**config.mk**
```make
export PLATFORM = sky130hd
export DESIGN_NAME = irq_agg_top
export DESIGN_NICKNAME = d
export VERILOG_FILES = /design/src/rtl/irq_agg_pkg.sv /design/src/rtl/irq_agg_ctrl.sv /design/src/rtl/irq_agg_datapath.sv /design/src/rtl/irq_agg_arbiter.sv /design/src/rtl/irq_agg_top.sv
export SDC_FILE = /design/constraint.sdc
export NUM_CORES = 1
export LEC_CHECK = 0
export BUFFER_PORTS_ARGS = -buffer_cell sky130_fd_sc_hd__buf_2
export CORE_MARGIN = 3
export CORE_UTILIZATION = 50
export CTS_BUF_LIST = sky130_fd_sc_hd__clkbuf_4
export DETAILED_ROUTE_END_ITERATION = 12
export PLACE_DENSITY = 0.85
export SLEW_MARGIN = 20
export SYNTH_ARGS = -nofsm -noshare
export SYNTH_HDL_FRONTEND = slang
export SYNTH_SLANG_ARGS = --single-unit
```
**constraint.sdc**
```tcl
create_clock -name clk -period 40.8 [get_ports clk]
set_input_delay 4.08 -clock clk [delete_from_list [all_inputs] [get_ports clk]]
set_output_delay 4.08 -clock clk [all_outputs]
set_load 0.05 [all_outputs]
```
**src/rtl/irq_agg_pkg.sv**
```systemverilog
package irq_agg_pkg;

  localparam int NUM_SRC   = 12;
  localparam int NUM_FLAGS = 27;
  localparam int SRC_W     = $clog2(NUM_SRC);
  localparam int NUM_LVL   = 4;
  localparam int EXT0_SRC  = 0;
  localparam int EXT1_SRC  = 2;

  // number of flags OR-ed into one source request
  function automatic int srcWidth(input int s);
    case (s)
      4, 5, 8: return 2;
      6:       return 3;
      7:       return 8;
      10:      return 4;
      default: return 1;
    endcase
  endfunction

  function automatic int srcBase(input int s);
    int b;
    b = 0;
    for (int i = 0; i < s; i++) b += srcWidth(i);
    return b;
  endfunction

  function automatic int flagOwner(input int f);
    for (int s = 0; s < NUM_SRC; s++)
      if (f >= srcBase(s) && f < srcBase(s) + srcWidth(s)) return s;
    return 0;
  endfunction

  // sources whose flags always drop on their own acknowledge
  function automatic bit autoClear(input int s);
    return (s == 1) || (s == 3) || (s == 9);
  endfunction

  typedef struct packed {
    logic [NUM_FLAGS-1:0] setMask;
    logic [NUM_FLAGS-1:0] clrMask;
  } flagStrobe_t;

endpackage

```
**src/rtl/irq_agg_ctrl.sv**
```systemverilog
module irq_agg_ctrl
  import irq_agg_pkg::*;
(
  input  logic [NUM_FLAGS-1:0] swSet,
  input  logic [NUM_FLAGS-1:0] swClr,
  input  logic                 vecAck,
  input  logic [SRC_W-1:0]     vecAckIdx,
  input  logic [1:0]           extEdgeMode,
  output flagStrobe_t          strobe
);

  logic [NUM_FLAGS-1:0] ackClr;

  for (genvar f = 0; f < NUM_FLAGS; f++) begin : g_ack
    localparam int OWN = flagOwner(f);
    logic hit;
    assign hit = vecAck && (vecAckIdx == SRC_W'(OWN));
    if (OWN == EXT0_SRC) begin : g_e0
      assign ackClr[f] = hit && extEdgeMode[0];
    end else if (OWN == EXT1_SRC) begin : g_e1
      assign ackClr[f] = hit && extEdgeMode[1];
    end else if (autoClear(OWN)) begin : g_auto
      assign ackClr[f] = hit;
    end else begin : g_keep
      assign ackClr[f] = 1'b0;
    end
  end

  always_comb begin
    strobe.setMask = swSet;
    strobe.clrMask = swClr | ackClr;
  end

  // acknowledge never produces a clear outside the addressed source
  always_comb begin
    for (int f = 0; f < NUM_FLAGS; f++)
      if (ackClr[f]) assert_ack_scope_R8: assert (vecAckIdx == SRC_W'(flagOwner(f)));
  end

endmodule

```
**src/rtl/irq_agg_datapath.sv**
```systemverilog
module irq_agg_datapath
  import irq_agg_pkg::*;
#(
  parameter int SYNC_DEPTH = 2
) (
  input  logic                 clk,
  input  logic                 rstN,
  input  logic [1:0]           extPinN,
  input  logic [1:0]           extEdgeMode,
  input  logic [NUM_FLAGS-1:0] hwEvent,
  input  flagStrobe_t          strobe,
  output logic [NUM_FLAGS-1:0] flags,
  output logic [NUM_SRC-1:0]   srcPending
);

  localparam int EXT0_BIT = srcBase(EXT0_SRC);
  localparam int EXT1_BIT = srcBase(EXT1_SRC);

  logic [1:0] extActive;
  logic [1:0] extFall;

  for (genvar k = 0; k < 2; k++) begin : g_sync
    logic [SYNC_DEPTH:0] chain;
    always_ff @(posedge clk) begin
      if (!rstN) chain <= '1;
      else       chain <= {chain[SYNC_DEPTH-1:0], extPinN[k]};
    end
    assign extActive[k] = ~chain[SYNC_DEPTH-1];
    assign extFall[k]   = chain[SYNC_DEPTH] & ~chain[SYNC_DEPTH-1];
  end

  logic [NUM_FLAGS-1:0] hwSet;
  logic unusedExtHw;

  always_comb begin
    hwSet           = hwEvent;
    hwSet[EXT0_BIT] = extFall[0];
    hwSet[EXT1_BIT] = extFall[1];
  end
  assign unusedExtHw = hwEvent[EXT0_BIT] ^ hwEvent[EXT1_BIT];

  for (genvar f = 0; f < NUM_FLAGS; f++) begin : g_flag
    localparam int OWN = flagOwner(f);
    logic setNow;
    assign setNow = hwSet[f] | strobe.setMask[f];
    if (OWN == EXT0_SRC || OWN == EXT1_SRC) begin : g_ext
      localparam int K = (OWN == EXT0_SRC) ? 0 : 1;
      always_ff @(posedge clk) begin
        if (!rstN)                flags[f] <= 1'b0;
        else if (!extEdgeMode[K]) flags[f] <= extActive[K];
        else                      flags[f] <= setNow | (flags[f] & ~strobe.clrMask[f]);
      end

      assert_edge_sets_R2: assert property (@(posedge clk) disable iff (!rstN)
        (extEdgeMode[K] && extFall[K]) |=> flags[f]);

      assert_level_tracks_R3: assert property (@(posedge clk) disable iff (!rstN)
        !extEdgeMode[K] |=> (flags[f] == $past(extActive[K])));
    end else begin : g_int
      always_ff @(posedge clk) begin
        if (!rstN) flags[f] <= 1'b0;
        else       flags[f] <= setNow | (flags[f] & ~strobe.clrMask[f]);
      end

      assert_hw_set_wins_R7: assert property (@(posedge clk) disable iff (!rstN)
        hwEvent[f] |=> flags[f]);

      assert_sw_clear_R6: assert property (@(posedge clk) disable iff (!rstN)
        (strobe.clrMask[f] && !setNow) |=> !flags[f]);
    end
  end

  for (genvar s = 0; s < NUM_SRC; s++) begin : g_grp
    assign srcPending[s] = |flags[srcBase(s) +: srcWidth(s)];
  end

endmodule

```
**src/rtl/irq_agg_arbiter.sv**
```systemverilog
module irq_agg_arbiter
  import irq_agg_pkg::*;
(
  input  logic                 clk,
  input  logic                 rstN,
  input  logic [NUM_SRC-1:0]   srcPending,
  input  logic [NUM_SRC-1:0]   srcEnable,
  input  logic [NUM_SRC-1:0]   prioHi,
  input  logic [NUM_SRC-1:0]   prioLo,
  input  logic [NUM_LVL-1:0]   levelDisable,
  output logic                 irqReq,
  output logic [SRC_W-1:0]     irqIdx
);

  logic [NUM_SRC-1:0] eligible;

  for (genvar s = 0; s < NUM_SRC; s++) begin : g_elig
    assign eligible[s] = srcPending[s] & srcEnable[s] & ~levelDisable[{prioHi[s], prioLo[s]}];
  end

  logic [1:0] bestLvl;

  always_comb begin
    irqReq  = 1'b0;
    irqIdx  = '0;
    bestLvl = 2'd0;
    for (int s = 0; s < NUM_SRC; s++) begin
      if (eligible[s] && (!irqReq || {prioHi[s], prioLo[s]} > bestLvl)) begin
        irqReq  = 1'b1;
        irqIdx  = SRC_W'(s);
        bestLvl = {prioHi[s], prioLo[s]};
      end
    end
  end

  assert_grant_pending_R10: assert property (@(posedge clk) disable iff (!rstN)
    irqReq |-> (srcPending[irqIdx] && srcEnable[irqIdx]
                && !levelDisable[{prioHi[irqIdx], prioLo[irqIdx]}]));

  assert_idle_R11: assert property (@(posedge clk) disable iff (!rstN)
    (srcPending & srcEnable) == '0 |-> (!irqReq && irqIdx == '0));

  for (genvar s = 0; s < NUM_SRC; s++) begin : g_chk
    assert_level_max_R9: assert property (@(posedge clk) disable iff (!rstN)
      eligible[s] |-> ({prioHi[s], prioLo[s]} < {prioHi[irqIdx], prioLo[irqIdx]}
                       || ({prioHi[s], prioLo[s]} == {prioHi[irqIdx], prioLo[irqIdx]}
                           && SRC_W'(s) >= irqIdx)));
  end

endmodule

```
**src/rtl/irq_agg_top.sv**
```systemverilog
module irq_agg_top
  import irq_agg_pkg::*;
#(
  parameter int SYNC_DEPTH = 2
) (
  input  logic                 clk,
  input  logic                 rstN,
  input  logic [1:0]           extPinN,
  input  logic [1:0]           extEdgeMode,
  input  logic [NUM_FLAGS-1:0] hwEvent,
  input  logic [NUM_FLAGS-1:0] swSet,
  input  logic [NUM_FLAGS-1:0] swClr,
  input  logic                 vecAck,
  input  logic [SRC_W-1:0]     vecAckIdx,
  input  logic [NUM_SRC-1:0]   srcEnable,
  input  logic [NUM_SRC-1:0]   prioHi,
  input  logic [NUM_SRC-1:0]   prioLo,
  input  logic [NUM_LVL-1:0]   levelDisable,
  output logic                 irqReq,
  output logic [SRC_W-1:0]     irqIdx,
  output logic [NUM_FLAGS-1:0] flagState
);

  flagStrobe_t        strobe;
  logic [NUM_SRC-1:0] srcPending;

  irq_agg_ctrl u_ctrl (
    .swSet       (swSet),
    .swClr       (swClr),
    .vecAck      (vecAck),
    .vecAckIdx   (vecAckIdx),
    .extEdgeMode (extEdgeMode),
    .strobe      (strobe)
  );

  irq_agg_datapath #(.SYNC_DEPTH(SYNC_DEPTH)) u_dp (
    .clk         (clk),
    .rstN        (rstN),
    .extPinN     (extPinN),
    .extEdgeMode (extEdgeMode),
    .hwEvent     (hwEvent),
    .strobe      (strobe),
    .flags       (flagState),
    .srcPending  (srcPending)
  );

  irq_agg_arbiter u_arb (
    .clk          (clk),
    .rstN         (rstN),
    .srcPending   (srcPending),
    .srcEnable    (srcEnable),
    .prioHi       (prioHi),
    .prioLo       (prioLo),
    .levelDisable (levelDisable),
    .irqReq       (irqReq),
    .irqIdx       (irqIdx)
  );

  // timer0 flag drops after its own acknowledge when nothing re-sets it
  assert_auto_clear_R4: assert property (@(posedge clk) disable iff (!rstN)
    (vecAck && vecAckIdx == SRC_W'(1) && !hwEvent[1] && !swSet[1]) |=> !flagState[1]);

  // serial flags survive their acknowledge
  assert_group_keep_R5: assert property (@(posedge clk) disable iff (!rstN)
    (vecAck && vecAckIdx == SRC_W'(4) && flagState[4] && !swClr[4]) |=> flagState[4]);

endmodule

```
==> results_dict.tcl, run 1 <==
set metrics [dict create \
    status "completed" \
    io_buffers 161 \
    die-width_um 81.9 \
    drc_violations_left 0 \
    cts_resized 0 \
    post-route-min-period_ns 22.59 \
    most-common-layout-cells "buf_2, nor2b_1, dfxtp_1" \
    synthesis_to_finish_area_growth_pct 32.4 \
    cts_num_sinks 33 \
    final_common_cell "buf_2" \
    fin_nets 645 \
    cts.reportedPaths.clkPinSlew_ns 0.11 \
    hold-path-endpoint "u_dp.g_sync[1].chain[1]$_SDFF_PN1_" \
    die_area_um2 6700 \
    grt_util_met1_pct 29.8 \
    synth_area_per_cell_um2 8.59 \
    number_of_antenna_diodes 0 \
    crit_path_max_fanout 6 \
    dieHeight_um 81.9 \
    max_cap_violations 0 \
    critical_path.most_common_cell "ha_1" \
    criticalPathCategory "in2out" \
    grtUsageTotal_pct 25.6 \
    cts_post_setup_buffers_inserted 0 \
    grt_first_pass_wirelength_um 13500 \
    report.final.setup_viol 0 \
    grt_antenna_before_repair 0 \
    busiest_layer "met2" \
    grt_util_met3_pct 6.80 \
    post_drt_via_cell_ratio 5.61 \
    worst_slew_margin_rel_pct 60.8 \
    tightestPinTransition_ns 0.580 \
    commonest_register_cell_after_synthesis "dfxtp_1" \
    post-route-period-util_pct 55.4 \
    synth_enable_flop_cells 0 \
    final_hold_viol_count 0 \
    drt_iter0_drc 102 \
    timing.fmax_mhz 44.3 \
    grt-ovfl-total 0 \
    fillers 497 \
    power.leakage_uw 0.00188 \
    power.ir.vdd_worst_uv 27.2 \
    grt_setup_unrepaired "no" \
    design.portCount 164 \
    asyncSetResetFlopFracSynth_pct 0 \
    detail_route.first_pass.iterations 4 \
    clock-root-buffer "clkbuf_4" \
    clock_insertion_delay_worst_skew_ns 0.33 \
    sequential_to_total_area_share_from_yosys_stat_pct 22.9 \
    first_global_vias 3054 \
    cell_with_the_largest_stage_delay_on_the_worst_path "or3b_2" \
    drive_gt1_share_pct 38.7 \
    data_required_time_of_the_worst_path_ns 36.72 \
    yosys_register_bits 33 \
    wl_per_cell_um 15.4 \
    grt_use_met2_pct 45.7 \
    floorplan.initialDensity_pct 52.0 \
    timing.hold.worst.start "u_dp.g_sync[1].chain[0]$_SDFF_PN1_" \
    rr_worst_depth 4 \
    synthesis.nets 485 \
    timing.critical_path.slowest_cell_delay_ns 0.45 \
    finalWirelength_um 8730 \
    timing.final.max_slew_violations 0 \
    rows 27 \
    final_critical_path_setup_slack_ns 18.21 \
    clock_tree.htree_level_count 2 \
    critical_path.startpoint_type "input port" \
    mappedNetlistArea_um2 2880 \
    hold_path_depth 1 \
    timing.hold.ws_ns 0.418 \
    launch_instance_of_the_worst_register_to_register_path "u_dp.flags[2]$_SDFF_PN0_" \
    postSynthCellCount 335 \
    gp_routability_congestion 0.876 \
    power-per-cell-area_nw_per_um2 31.1 \
    timing.hold.worst.class "reg2reg" \
    half_perimeter_wire_length_after_placement_um 7540 \
    ff2ff_setup_slack_ns 39.80 \
    ctsHoldBuffers 0 \
    final_ant_viol_nets 0 \
    dp_worst_setup_slack_ns 18.38 \
    setup_tns_ns 0 \
    routed-via-count 3187 \
    synth_warnings 0 \
    timing.critical_path.to_type "output pin" \
    ys_types 69 \
    critical_path_arrival_ns 18.51 \
    fin_skew_ns 0.0105 \
    cts-root-to-sink-buffers 2 \
    cts-buffers-inserted 5 \
    maximum_number_of_pins_on_one_net_before_global_route_repair 34 \
    core-area_um2 5540 \
    critical_path.reg2reg.endpoint "u_dp.flags[2]$_SDFF_PN0_" \
    tritoncts "yes" \
    multiInputGateArea_um2 2110 \
    seq_area_um2 661 \
]
[how the worst max path moves through the flow]
stage	startpoint	endpoint	cells after the start
5_1_grt	prioLo[0]	irqIdx[2]	75
3_5_place_dp	prioLo[0]	irqIdx[2]	72
3_3_place_gp	prioLo[0]	irqIdx[2]	72
2_1_floorplan	levelDisable[2]	irqIdx[1]	71
4_1_cts	prioLo[0]	irqIdx[2]	72
6_report	prioLo[0]	irqIdx[2]	72
[registers in the layout, summed over array words and instances (netlist names)]
name,count
u_dp.flags,27
u_dp.g_sync.chain,6
[report_power, final]
| part | leakage (uW) | internal [uW] | switching [uW] |
|---|---|---|---|
| Sequential | 0.000277 | 34.3 | 1.48 |
| Combinational | 0.00156 | 23.0 | 35.5 |
| Clock | 0.0000433 | 13.4 | 10.8 |
| Total | 0.00188 | 70.7 | 47.8 |
[critical path, delay by kind of cell]
kind                     cells  cell delay [ns]
AO/OA/AOI/OAI               33             6.51
AND/OR/NAND/NOR             20             3.23
adder cells (fa/ha/maj)     11             3.06
multiplexers                 4             1.09
buffers and inverters        4             0.51
[layout make-up]
cell class	count	area share [%]
clock buffers	6	1.18
clock inverters	2	0.886
inverters	19	1.87
multi-input cells	275	55.2
flip-flops and latches	33	17.3
well taps	72	2.36
repair buffers	161	21.1
[synth_stat cells, types with 5 or more instances]
| cell type | count | share of area (%) |
|---|---|---|
| inv_1 | 19 | 2.5 |
| nor2b_1 | 34 | 7.4 |
| a21oi_1 | 16 | 2.8 |
| dfxtp_1 | 33 | 23 |
| mux2i_1 | 7 | 2.4 |
| nor2_1 | 19 | 2.5 |
| and2_1 | 5 | 1.1 |
| nand2b_1 | 9 | 2.0 |
| ha_1 | 18 | 7.8 |
| o31a_1 | 26 | 7.9 |
| nand2_1 | 26 | 3.4 |
| o21ai_0 | 23 | 4.0 |
[stage by stage]
step | std cells | cell area (um^2) | utilization, % | total power (uW)
3_5_place_dp | 560 | 3730 | 67.4 | 94.8
5_1_grt | 568 | 3810 | 68.8 | 127
2_1_floorplan | 335 | 2880 | - | 78.1
4_1_cts | 568 | 3810 | 68.8 | 119
6_report | 568 | 3810 | 68.8 | 119
3_3_place_gp | 560 | 3730 | 67.4 | 93.0
[kinds of logic after synthesis]
| group | after synthesis | share of synthesized area (%) |
|---|---|---|
| AOI/OAI and AO/OA | 118 | 31.6 |
| adders and majority gates | 18 | 7.82 |
| muxes | 19 | 10.9 |
| DFF | 33 | 22.9 |
| buffers and inverters | 27 | 3.91 |
| and+or+nand+nor | 120 | 22.8 |
[metal layers]
metal / share of wire [%] / vias up
met3: 7.7 / 14
met2: 51 / 121
met5: 0 / -
met1: 39 / 1469
met4: 1.9 / 0
li1: - / 1583
Power figures use the tool's default switching activity.
==> run 2, diff against run 1 <==
--- a/config.mk
+++ b/config.mk
@@ -7,10 +7,10 @@
 export LEC_CHECK = 0
 export BUFFER_PORTS_ARGS = -buffer_cell sky130_fd_sc_hd__buf_2
 export CORE_MARGIN = 3
-export CORE_UTILIZATION = 50
+export CORE_UTILIZATION = 46
 export CTS_BUF_LIST = sky130_fd_sc_hd__clkbuf_4
 export DETAILED_ROUTE_END_ITERATION = 12
-export PLACE_DENSITY = 0.85
+export PLACE_DENSITY = 0.79
 export SLEW_MARGIN = 20
 export SYNTH_ARGS = -nofsm -noshare
 export SYNTH_HDL_FRONTEND = slang
==> constraint.sdc (replaced) <==
create_clock -name clk -period 23.4 [get_ports clk]
set_input_delay 2.34 -clock clk [delete_from_list [all_inputs] [get_ports clk]]
set_output_delay 2.34 -clock clk [all_outputs]
set_load 0.05 [all_outputs]
==> run 2 against run 1 <==
  * Count of clock-buffer cells in the layout unchanged
  * Critical endpoint unchanged
  * Sequential cell count unchanged
  * Register-to-register slack got worse by 17 ns
  * Die area increased by 8.0%
  * Setup slack got worse by 14 ns
  * Critical path type unchanged
  * First-iteration DRC count increased by 56%
==> results_dict.tcl, run 2 (synthesis gave the netlist of run 1 again) <==
set metrics [dict create \
    power.internal_uw 112 \
    max_cap_violations 0 \
    launch_instance_of_the_worst_register_to_register_path "u_dp.flags[2]$_SDFF_PN0_" \
    floorplan.initialDensity_pct 48.1 \
    status "completed" \
    grt-ovfl-total 0 \
    clockPowerShare_pct 15.8 \
    timing.hold.worst.class "reg2reg" \
    finalPower_uw 195 \
    grt_antenna_before_repair 0 \
    cell_with_the_largest_stage_delay_on_the_worst_path "or3b_2" \
    hold-path-endpoint "u_dp.g_sync[1].chain[1]$_SDFF_PN1_" \
    grt_first_pass_wirelength_um 13800 \
    crit_path_max_fanout 6 \
    largest_register "u_dp.flags" \
    fin_nets 645 \
    drive_gt1_share_pct 38.9 \
    dieHeight_um 85.1 \
    timing.critical_path.to_type "output pin" \
    final_hold_viol_count 0 \
    cts-root-to-sink-buffers 2 \
    cts-buffers-inserted 5 \
    timing.critical_path.slowest_cell_delay_ns 0.44 \
    gp_routability_congestion 0.913 \
    detailed_place.area_um2 3740 \
    timing.hold.worst.start "u_dp.g_sync[1].chain[0]$_SDFF_PN1_" \
    power.ir.vdd_worst_uv 52.0 \
    clock_insertion_delay_worst_skew_ns 0.33 \
    reg_top3 "u_dp.flags x27, u_dp.g_sync.chain x6" \
    die_area_um2 7240 \
    most-common-layout-cells "buf_2, nor2b_1, dfxtp_1" \
    cts_resized 0 \
    detail_route.first_pass.iterations 4 \
    timing.fmax_mhz 52.4 \
    ctsHoldBuffers 0 \
    critical_path.most_common_cell "ha_1" \
    drc_violations_left 0 \
    clock_tree.htree_level_count 2 \
    criticalPathCategory "in2out" \
    power.leakage_uw 0.00187 \
    critical_path.reg2reg.endpoint "u_dp.flags[2]$_SDFF_PN0_" \
    half_perimeter_wire_length_after_placement_um 7430 \
    p_seq_share_pct 31.9 \
    switching_share_pct 42.5 \
    design_area_um2 3790 \
    worst_slew_margin_rel_pct 55.0 \
    cts_post_setup_buffers_inserted 0 \
    cts.reportedPaths.clkPinSlew_ns 0.10 \
    design.portCount 164 \
    first_global_vias 3075 \
    p_sw_uw 83.0 \
    final_common_cell "buf_2" \
    setup_tns_ns 0 \
    core-area_um2 5990 \
    finalWirelength_um 8590 \
    post-route-min-period_ns 19.10 \
    data_required_time_of_the_worst_path_ns 21.06 \
    wl_per_cell_um 15.0 \
    final_ant_viol_nets 0 \
    drt_iter0_drc 159 \
    rows 28 \
    combinationalPowerShare_pct 52.3 \
    cts_num_sinks 33 \
    synthesis_to_finish_area_growth_pct 31.7 \
    tightestPinTransition_ns 0.669 \
    number_of_antenna_diodes 0 \
    hold_path_depth 1 \
    fin_skew_ns 0.00631 \
    maximum_number_of_pins_on_one_net_before_global_route_repair 34 \
    post_drt_via_cell_ratio 5.65 \
    grt_setup_unrepaired "no" \
    io_buffers 161 \
    timing.final.max_slew_violations 0 \
    largest_register_ffs 27 \
    power-per-cell-area_nw_per_um2 51.6 \
    report.final.setup_viol 0 \
    grtUsageTotal_pct 23.1 \
    critical_path_arrival_ns 16.76 \
    rr_worst_depth 4 \
    tritoncts "yes" \
    clock-root-buffer "clkbuf_4" \
    post-route-period-util_pct 81.6 \
    critical_path.startpoint_type "input port" \
    ff2ff_setup_slack_ns 22.44 \
    routed-via-count 3229 \
    die-width_um 85.1 \
]
run 2: cell count changes in the layout (fill, tap and decap cells not counted):
| cell | delta |
|---|---|
| clkinv_2 | +2 |
| bufinv_16 | -1 |
| clkinv_1 | -1 |
run 2: cell type report:
| class | count | area, um^2 |
|---|---|---|
| Fill cell | 529 | 2200 |
| Multi-Input combinational cell | 275 | 2110 |
| Timing Repair Buffer | 161 | 806 |
| Sequential cell | 33 | 661 |
| Tap cell | 75 | 93.8 |
| Inverter | 19 | 71.3 |
| Clock buffer | 6 | 45.0 |
| Clock inverter | 2 | 10.0 |
run 2: layer usage:
layer	track usage [%]	vias to the layer above	routed length (um)
li1	-	1591	-
met1	26.8	1497	3340
met2	41.6	123	4380
met3	5.53	18	672
met4	7.34	0	196
met5	0	-	0
run 2: worst max-delay path by stage:
stage	startpoint	endpoint	slack [ns]	cells after the start
floorplan	levelDisable[2]	irqIdx[1]	5.93	71
CTS	prioLo[0]	irqIdx[2]	4.39	72
global route	prioLo[0]	irqIdx[2]	2.91	75
finish	prioLo[0]	irqIdx[2]	4.30	72
detailed placement	prioLo[0]	irqIdx[2]	4.44	72
global placement	prioLo[0]	irqIdx[2]	4.82	75
run 2: critical path: cells and delay by family:
family                     cells  cell delay (ns)
AOI/OAI and AO/OA             33             6.49
muxes                          4             1.09
buffers and inverters          4             0.52
and+or+nand+nor               20             3.24
adders and majority gates     11             3.05
run 2: power by group through the flow:
stage	Clock [uW]	Sequential, uW	Combinational [uW]
global route	33.6	63.1	113
floorplan	0	74.6	61.6
detailed placement	0	63.7	102
CTS	31.5	62.5	102
finish	30.8	62.4	102
global placement	0	63.7	98.6
run 2: metrics by stage:
step	std cells	utilization (%)	hold slack, ns	setup slack, ns
2_1_floorplan	335	-	0.386	5.93
3_3_place_gp	563	62.4	0.388	4.82
5_1_grt	571	63.3	0.444	2.91
3_5_place_dp	563	62.4	0.401	4.44
6_report	571	63.3	0.416	4.30
4_1_cts	571	63.3	0.422	4.39
==> run 3, diff against run 2 <==
--- a/config.mk
+++ b/config.mk
@@ -5,12 +5,13 @@
 export SDC_FILE = /design/constraint.sdc
 export NUM_CORES = 1
 export LEC_CHECK = 0
+export ABC_AREA = 1
 export BUFFER_PORTS_ARGS = -buffer_cell sky130_fd_sc_hd__buf_2
 export CORE_MARGIN = 3
 export CORE_UTILIZATION = 46
 export CTS_BUF_LIST = sky130_fd_sc_hd__clkbuf_4
 export DETAILED_ROUTE_END_ITERATION = 12
-export PLACE_DENSITY = 0.79
+export PLACE_DENSITY = 0.8
 export SLEW_MARGIN = 20
 export SYNTH_ARGS = -nofsm -noshare
 export SYNTH_HDL_FRONTEND = slang
==> constraint.sdc (replaced) <==
create_clock -name clk -period 19.42 [get_ports clk]
set_input_delay 1.942 -clock clk [delete_from_list [all_inputs] [get_ports clk]]
set_output_delay 1.942 -clock clk [all_outputs]
set_load 0.05 [all_outputs]
==> run 3 against run 2 <==
  * Register-to-register slack got worse by 3.9 ns
  * Cell count is 21% higher
  * Sequential cell count stayed put
  * Non-clock buffer count unchanged
  * Wire length is 3.5% higher
  * Die area decreased by 2.4%
  * Critical path depth is 19 higher
  * Via count is 6.3% higher
  * Critical path type unchanged
  * Sequential power grew 21%
  * Count of clock-buffer cells in the layout did not move
  * Cell area shrank 1.8%
  * First-iteration DRC count is the same
==> results_dict.tcl, run 3 <==
set metrics [dict create \
    status "completed" \
    grt_setup_unrepaired "no" \
    core-area_um2 5710 \
    critical_path.startpoint_type "input port" \
    number_of_antenna_diodes 0 \
    postSynthCellCount 456 \
    finalWirelength_um 8900 \
    floorplan.initialDensity_pct 49.1 \
    dieHeight_um 84.1 \
    drc_violations_left 0 \
    rows 27 \
    synth_area_per_cell_um2 6.15 \
    commonest_cells_in_the_synthesized_netlist "nand2_1, inv_1, nor2_1" \
    fin_skew_ns 0.00602 \
    synth.largest_area_cell "dfxtp_1" \
    timing.hold.worst.class "reg2reg" \
    cts-root-to-sink-buffers 2 \
    dp_worst_setup_slack_ns 3.82 \
    gp_routability_congestion 0.886 \
    wl_per_cell_um 12.9 \
    largest_register_ffs 27 \
    cts.reportedPaths.clkPinSlew_ns 0.10 \
    timing.final.max_slew_violations 0 \
    criticalPathCategory "in2out" \
    power.leakage_uw 0.00221 \
    die-width_um 84.1 \
    yosys.cell_count.top_type "nand2_1" \
    final_common_cell "buf_2" \
    report.final.setup_viol 0 \
    cts_num_sinks 33 \
    timing.critical_path.slowest_cell_delay_ns 0.34 \
    final_hold_viol_count 0 \
    setup_tns_ns 0 \
    mappedNetlistArea_um2 2800 \
    ctsHoldBuffers 0 \
    design.portCount 164 \
    combinationalPowerShare_pct 50.8 \
    max_cap_violations 0 \
    largest_register "u_dp.flags" \
    synth_enable_flop_cells 0 \
    maximum_number_of_pins_on_one_net_before_global_route_repair 34 \
    fraction_of_post_synthesis_cell_area_in_the_top_cell_type_by_area_pct 23.6 \
    crit_path_max_fanout 9 \
    first_global_vias 3354 \
    synthesis.nets 606 \
    sequential_to_total_area_share_from_yosys_stat_pct 23.6 \
    clock_tree.htree_level_count 2 \
    power-per-cell-area_nw_per_um2 60.6 \
    final_critical_path_setup_slack_ns 3.70 \
    cts_post_setup_buffers_inserted 0 \
    die_area_um2 7070 \
    drive_gt1_share_pct 33.9 \
    yosys_register_bits 33 \
    io_buffers 161 \
    asyncSetResetFlopFracSynth_pct 0 \
    reg_top3 "u_dp.flags x27, u_dp.g_sync.chain x6" \
    fin_nets 769 \
    timing.fmax_mhz 63.6 \
    drt_iter0_drc 159 \
    synthesis_to_finish_area_growth_pct 32.8 \
    commonest_register_cell_after_synthesis "dfxtp_1" \
    cts_resized 0 \
    cell_with_the_largest_stage_delay_on_the_worst_path "o32a_2" \
    most-common-layout-cells "buf_2, nand2_1, inv_1" \
    worst_slew_margin_rel_pct 37.2 \
    post_synth_main_area_contributors "dfxtp_1, nand2_1, inv_1, ha_1, a21oi_1" \
    final_ant_viol_nets 0 \
    p_seq_share_pct 33.5 \
    cts-buffers-inserted 5 \
    critical_path.most_common_cell "nand2_1" \
    detail_route.first_pass.iterations 4 \
    timing.hold.ws_ns 0.416 \
    p_sw_uw 98.8 \
    half_perimeter_wire_length_after_placement_um 7540 \
    synth_warnings 0 \
    switching_share_pct 43.8 \
    data_required_time_of_the_worst_path_ns 17.48 \
    tightestPinTransition_ns 0.940 \
    post-route-min-period_ns 15.72 \
    clock_insertion_delay_worst_skew_ns 0.32 \
    power.ir.vdd_worst_uv 49.4 \
    clockPowerShare_pct 15.7 \
    timing.critical_path.to_type "output pin" \
    grtUsageTotal_pct 24.2 \
    routed-via-count 3434 \
    tritoncts "yes" \
    grt_first_pass_wirelength_um 14200 \
    ys_types 34 \
    critical_path_arrival_ns 13.77 \
    post-route-period-util_pct 80.9 \
    power.internal_uw 127 \
    grt_antenna_before_repair 0 \
    post_drt_via_cell_ratio 4.97 \
    clock-root-buffer "clkbuf_4" \
    grt-ovfl-total 0 \
]
## run 3: cell count changes after synthesis, sizes merged, moves of 8 or more
cell / change
o31a: -26
mux2i: -8
nor2b: -34
nor2: +34
nand2: +83
inv: +65
o21ai: +12
nand3: +27
a21oi: +26
nand2b: -9
## run 3: path summary, 6_finish.rpt
kind | startpoint | endpoint | slack, ns | cells after the start
setup / recovery | levelDisable[3] | irqIdx[2] | 3.70 | 91
hold / removal | u_dp.g_sync[0].chain[0]$_SDFF_PN1_ | u_dp.g_sync[0].chain[1]$_SDFF_PN1_ | 0.42 | 1
setup reg to reg | u_dp.flags[2]$_SDFF_PN0_ | u_dp.flags[2]$_SDFF_PN0_ | 18.54 | 2
hold reg to reg | u_dp.g_sync[0].chain[0]$_SDFF_PN1_ | u_dp.g_sync[0].chain[1]$_SDFF_PN1_ | 0.42 | 1
## run 3: layout make-up
type,instances,area (um^2)
clock inverters,1,3.75
clock buffers,6,45.0
fillers,539,1990
multi-input cells,333,1800
well taps,72,90.1
repair buffers,161,806
flip-flops and latches,33,661
inverters,85,319
## run 3: power groups by stage
| stage | Sequential (uW) | Combinational, uW | Clock, uW |
|---|---|---|---|
| final | 75.7 | 115 | 35.4 |
| after global routing | 76.3 | 127 | 38.8 |
| after CTS | 75.7 | 114 | 36.7 |
| after detailed placement | 77.2 | 114 | 0 |
| after global placement | 77.0 | 110 | 0 |
| after floorplan | 90.1 | 67.4 | 0 |
## run 3: worst max-delay path: cells and delay by family
family / cells / cell delay [ns]
and+or+nand+nor: 52 / 4.67
AOI/OAI and AO/OA: 15 / 2.63
buffers and inverters: 13 / 1.32
adders and majority gates: 11 / 3.13
## run 3: kinds of logic (layout without fill, tap and decap cells)
kind of cell | after synthesis | in the layout | synth area share [%]
AO/OA/AOI/OAI | 95 | 95 | 18.7
adder cells (fa/ha/maj) | 18 | 18 | 8.03
buffers and inverters | 90 | 253 | 12.3
flip-flops | 33 | 33 | 23.6
AND/OR/NAND/NOR | 220 | 220 | 37.4
## run 3: per-stage QoR
step	instances	utilization (%)	power (uW)	instance area, um^2
6_report	691	65.2	226	3720
3_5_place_dp	684	64.3	191	3670
3_3_place_gp	684	64.3	187	3670
4_1_cts	691	65.2	227	3720
5_1_grt	691	65.2	242	3720
2_1_floorplan	456	-	158	2800
## run 3: per-layer routing
layer	share of wire, %	track usage [%]	vias up
met5	0	0	-
li1	-	-	1790
met1	40	28.6	1493
met2	50	43.5	137
met3	7.8	4.44	14
met4	1.6	8.04	0
